--- config.mk ---
export PLATFORM = sky130hd
export DESIGN_NAME = bitsync_core
export DESIGN_NICKNAME = d
export VERILOG_FILES = /design/src/rtl/bitsync_pkg.sv /design/src/rtl/bs_edge_sync.sv /design/src/rtl/bs_phase_ctr.sv /design/src/rtl/bs_peak_search.sv /design/src/rtl/bitsync_core.sv
export SDC_FILE = /design/constraint.sdc
export NUM_CORES = 1
export LEC_CHECK = 0
export ABC_AREA = 1
export BUFFER_PORTS_ARGS = -buffer_cell sky130_fd_sc_hd__buf_2
export CAP_MARGIN = 5
export CORE_ASPECT_RATIO = 1.1
export CORE_MARGIN = 8
export CORE_UTILIZATION = 35
export CTS_CLUSTER_DIAMETER = 100
export CTS_CLUSTER_SIZE = 8
export DETAILED_ROUTE_END_ITERATION = 12
export RECOVER_POWER = 50
export SKIP_LAST_GASP = 1
export SLEW_MARGIN = 40
export SYNTH_ARGS = -nofsm -noshare
export SYNTH_HDL_FRONTEND = slang
export SYNTH_HIERARCHICAL = 1
export SYNTH_SLANG_ARGS = --single-unit
--- constraint.sdc ---
create_clock -name clk -period 2.19 [get_ports clk]
set_clock_uncertainty 0.05 [all_clocks]
set_input_delay 0.219 -clock clk [delete_from_list [all_inputs] [get_ports clk]]
set_output_delay 0.219 -clock clk [all_outputs]
set_load 0.05 [all_outputs]
--- src/rtl/bitsync_pkg.sv ---
package bitsync_pkg;

  // acquisition sequence of the synchronizer
  typedef enum logic [1:0] {
    ST_ARM,    // waiting for the first rising edge
    ST_SKIP,   // calibration: finishing the edge bit
    ST_SCAN,   // calibration: recording amplitude per phase
    ST_TRACK   // strobing once per bit
  } bs_state_t;

  // flops between the pin and the edge detector output
  localparam int SYNC_LAT = 2;

  // phase after cur in a counter of the given period
  function automatic logic [31:0] next_phase(input logic [31:0] cur, input int period);
    return (cur + 32'd1 >= 32'(period)) ? 32'd0 : cur + 32'd1;
  endfunction

  // a candidate replaces the held peak when it is the first sample or strictly larger
  function automatic logic amp_wins(input logic first, input logic [31:0] cand,
                                    input logic [31:0] held);
    return first || (cand > held);
  endfunction

endpackage

--- src/rtl/bs_edge_sync.sv ---
module bs_edge_sync (
  input  logic clk,
  input  logic rst_n,
  input  logic din,
  output logic sdata,
  output logic rise
);
  logic meta_q, sync_q, prev_q;

  always_ff @(posedge clk) begin
    if (!rst_n) begin
      meta_q <= 1'b0;
      sync_q <= 1'b0;
      prev_q <= 1'b0;
    end else begin
      meta_q <= din;
      sync_q <= meta_q;
      prev_q <= sync_q;
    end
  end

  assign sdata = sync_q;
  assign rise  = sync_q & ~prev_q;
endmodule

--- src/rtl/bs_phase_ctr.sv ---
module bs_phase_ctr import bitsync_pkg::*; #(
  parameter int P    = 16,
  parameter int PH_W = 4
) (
  input  logic            clk,
  input  logic            rst_n,
  input  logic            load,
  output logic [PH_W-1:0] ph,
  output logic            wrap
);
  always_ff @(posedge clk) begin
    if (!rst_n)    ph <= '0;
    else if (load) ph <= PH_W'(SYNC_LAT);  // edge already two cycles old
    else           ph <= PH_W'(next_phase(32'(ph), P));
  end

  assign wrap = (32'(ph) == 32'(P - 1));
endmodule

--- src/rtl/bs_peak_search.sv ---
module bs_peak_search import bitsync_pkg::*; #(
  parameter int PH_W  = 4,
  parameter int AMP_W = 8
) (
  input  logic             clk,
  input  logic             rst_n,
  input  logic             clear,
  input  logic             en,
  input  logic [PH_W-1:0]  ph,
  input  logic [AMP_W-1:0] amp,
  output logic [PH_W-1:0]  best_ph
);
  logic [AMP_W-1:0] best_amp;
  logic             take;

  assign take = en && amp_wins(ph == '0, 32'(amp), 32'(best_amp));

  always_ff @(posedge clk) begin
    if (!rst_n || clear) begin
      best_amp <= '0;
      best_ph  <= '0;
    end else if (take) begin
      best_amp <= amp;
      best_ph  <= ph;
    end
  end
endmodule

--- src/rtl/bitsync_core.sv ---
module bitsync_core import bitsync_pkg::*; #(
  parameter int P     = 16,
  parameter int DLY_W = 4,
  parameter int AMP_W = 8
) (
  input  logic             clk,
  input  logic             rst_n,
  input  logic             data_in,
  input  logic [AMP_W-1:0] amp_in,
  input  logic             cal_mode,
  input  logic             cal_start,
  input  logic [DLY_W-1:0] dly_cfg,
  output logic             strobe,
  output logic             data_out,
  output logic             locked
);
  localparam int PH_W = (P > 1) ? $clog2(P) : 1;

  bs_state_t       st;
  logic            sdata, rise, wrap, tracking, scan_en;
  logic [PH_W-1:0] ph, best_ph;
  logic [31:0]     eff32;

  bs_edge_sync u_sync (
    .clk(clk), .rst_n(rst_n), .din(data_in), .sdata(sdata), .rise(rise)
  );

  bs_phase_ctr #(.P(P), .PH_W(PH_W)) u_ctr (
    .clk(clk), .rst_n(rst_n), .load(rise), .ph(ph), .wrap(wrap)
  );

  bs_peak_search #(.PH_W(PH_W), .AMP_W(AMP_W)) u_peak (
    .clk(clk), .rst_n(rst_n), .clear(cal_start), .en(scan_en),
    .ph(ph), .amp(amp_in), .best_ph(best_ph)
  );

  assign scan_en  = (st == ST_SCAN);
  assign tracking = (st == ST_TRACK);
  assign eff32    = cal_mode ? 32'(best_ph) : 32'(dly_cfg);
  assign strobe   = tracking && (32'(ph) == eff32);

  always_ff @(posedge clk) begin
    if (!rst_n) begin
      st       <= ST_ARM;
      locked   <= 1'b0;
      data_out <= 1'b0;
    end else begin
      if (cal_start) begin
        st     <= ST_ARM;
        locked <= 1'b0;
      end else begin
        if (rise)                       st <= (tracking || !cal_mode) ? ST_TRACK : ST_SKIP;
        else if (st == ST_SKIP && wrap) st <= ST_SCAN;
        else if (st == ST_SCAN && wrap) st <= ST_TRACK;
        if (strobe) locked <= 1'b1;
      end
      if (strobe) data_out <= sdata;
    end
  end
endmodule

==> flow_metrics.tcl <==
set metrics [dict create \
    syn_nets 235 \
    fin_crit_sh_pct 80.00 \
    chipWidth_um 75.82 \
    power_density_mw_per_mm2 535.0 \
    ys_ff_latch 23 \
    drc_errors 0 \
    avgSynthCellArea_um2 6.591 \
    tns_ps 0 \
    clkSlewWorstSetupHoldPaths_ps 80 \
    setup_ws_ps 438.0 \
    dr.pass1.iters 4 \
    clock_latency_ps 260 \
    post_cts_buffers 0 \
    ys_warn_count 6 \
    cts_tree "built" \
    wirelength_um 2616 \
    die_h_um 81.80 \
    fin_area_mm2 0.001543 \
    rows 24 \
    cts-resized-gates 0 \
    antennaDiodeCount 0 \
    syn_to_final_growth_pct 11.99 \
    slew_headroom_pct 60.49 \
    hold_violations 0 \
    hold_buffers 0 \
    ys_top_cells_by_area "dfxtp_1 (33%), nand2_1 (14%), inv_1 (13%)" \
    antenna_found_initial 0 \
    wl_per_cell_um 9.310 \
    grt_max_degree 25 \
    ant_nets 0 \
    regArea_um2 460.4 \
    ioPinCount 20 \
    max_freq_mhz 570.8 \
    portBuffers 19 \
    start_util_pct 35.56 \
    tightest_slew_ps 595.3 \
    clk_path_buf_depth 2 \
    die_area_mm2 0.006202 \
    pre_cts_ws_ps 531.7 \
    yosys.area.top_type "dfxtp_1" \
    grt_pass1_wl_um 4547 \
    drv_slew 0 \
    vias 1222 \
    multi_input_area_um2 685.7 \
    end_kind "output port" \
    synth_top_cell_area_share_pct 33.42 \
    peakVddDrop_mv 0.2638 \
    grt.total_usage_pct 9.163 \
    grt_setup_unrepaired "no" \
    drtIter0Drc 74 \
    status "finished, final reports clean" \
    crit_fanout 6 \
    grt.overflow.total 0 \
    worst_setup_path_start_kind "flop" \
    h-tree-depth 1 \
    via_per_inst 4.349 \
    gp_congestion 0.7434 \
    fin_crit_ps 1752 \
    synth_cells 209 \
    synth_cell_types 24 \
    synth-seq-area-share_pct 33.42 \
    worstHoldPathType "input pin to flop" \
    worstPathArrival_ps 1480 \
    fill_cells 430 \
    root_buffer "clkbuf_8" \
    maxCapViolations 0 \
    nets 256 \
    grt_pass1_vias 1150 \
    core_mm2 0.003874 \
    drive_gt1_share_pct 13.10 \
    worstPathRequired_ps 1920 \
    numCtsBuffers 3 \
    p_leak_nw 0.7354 \
    synth_area_mm2 0.001378 \
    setup_viol 0 \
    hpwlAfterDp_um 2008 \
    placed_area_mm2 0.001514 \
    clock_sinks 23 \
    crit_type "flop to output port" \
]
## metrics by stage
stage	total power, mW	instances	hold slack (ps)	util, %
after CTS	0.8436	281	73.35	40.25
after detailed placement	0.5795	277	350.9	39.08
after global routing	0.8756	281	86.50	39.83
after floorplan	0.5470	209	262.5	-
after global placement	0.5789	277	347.8	39.08
final	0.8254	281	82.52	39.83
## report_power, final
group,internal [mW],switching (mW)
combinational,0.0500,0.0757
sequential,0.428,0.0117
clock,0.130,0.130
## cell type report
cell class	instances	share of cell area, %
inverters	48	11.68
flip-flops and latches	23	29.85
clock buffers	4	2.920
well taps	52	4.217
repair buffers	21	6.894
multi-input cells	133	44.44
## cell families after synthesis
family | after synthesis | synth area share, %
buffers and inverters | 53 | 15.89
flip-flops | 23 | 33.42
XOR/XNOR | 1 | 0.6359
adder cells (fa/ha/maj) | 9 | 8.175
AO/OA/AOI/OAI | 21 | 8.265
AND/OR/NAND/NOR | 102 | 33.60
## synth_stat cells
library cell	number
o21a_1	1
nor3_1	1
inv_2	1
nand3b_1	1
nand2_4	1
nand3_1	17
a311oi_1	1
ha_1	9
xnor2_1	1
a21oi_1	17
nand3_2	3
nor2_1	18
buf_2	1
a21o_1	1
buf_6	2
nand2_1	50
clkbuf_1	1
nor2_2	5
nand2_2	2
o21ai_0	1
nand4_1	4
buf_4	1
dfxtp_1	23
inv_1	47
## metal layers
metal | part of all wire (%) | GRT usage [%] | up-vias | wire (um)
met5 | 0 | 0 | - | 0
met4 | 0.46 | 1.731 | 0 | 12
met3 | 4.4 | 2.808 | 2 | 115
li1 | - | - | 680 | -
met1 | 47 | 10.33 | 522 | 1242
met2 | 48 | 16.45 | 18 | 1245
## state kept, by name, summed over array words and instances (netlist names)
signal,cells
u_sync/prev_q,1
locked,1
data_out,1
u_sync/sdata,1
st,2
u_ctr/ph,4
u_peak/best_amp,8
u_peak/best_ph,4
u_sync/meta_q,1
## layout by cell type, fill, tap and decap left out, drive strengths merged
cell     n
nand3   20
dfxtp   23
inv     48
nor3     1
o21a     1
nand3b   1
nand4    4
a311oi   1
clkbuf   7
o21ai    1
buf     18
nand2   53
nor2    23
xnor2    1
a21o     1
ha       9
a21oi   17
## worst max-delay path, stage by stage, from the launching register on
cell and delay, ps:
dfxtp_1 430, inv_1 80, nand3_1 80, nand2_1 50, nor2_1 110, nand3_1 140, inv_1 70, buf_2 250
## worst paths after layout
kind	startpoint	to	slack, ps	cells past startpoint
setup / recovery	u_ctr/ph[0]	strobe	440	7
hold / removal	data_in	u_sync/meta_q	80	3
setup reg to reg	u_peak/best_amp[7]	u_peak/best_amp[7]	540	9
hold reg to reg	u_sync/meta_q	u_sync/sdata	360	2
Note: power is estimated with default switching activity, not from simulation.
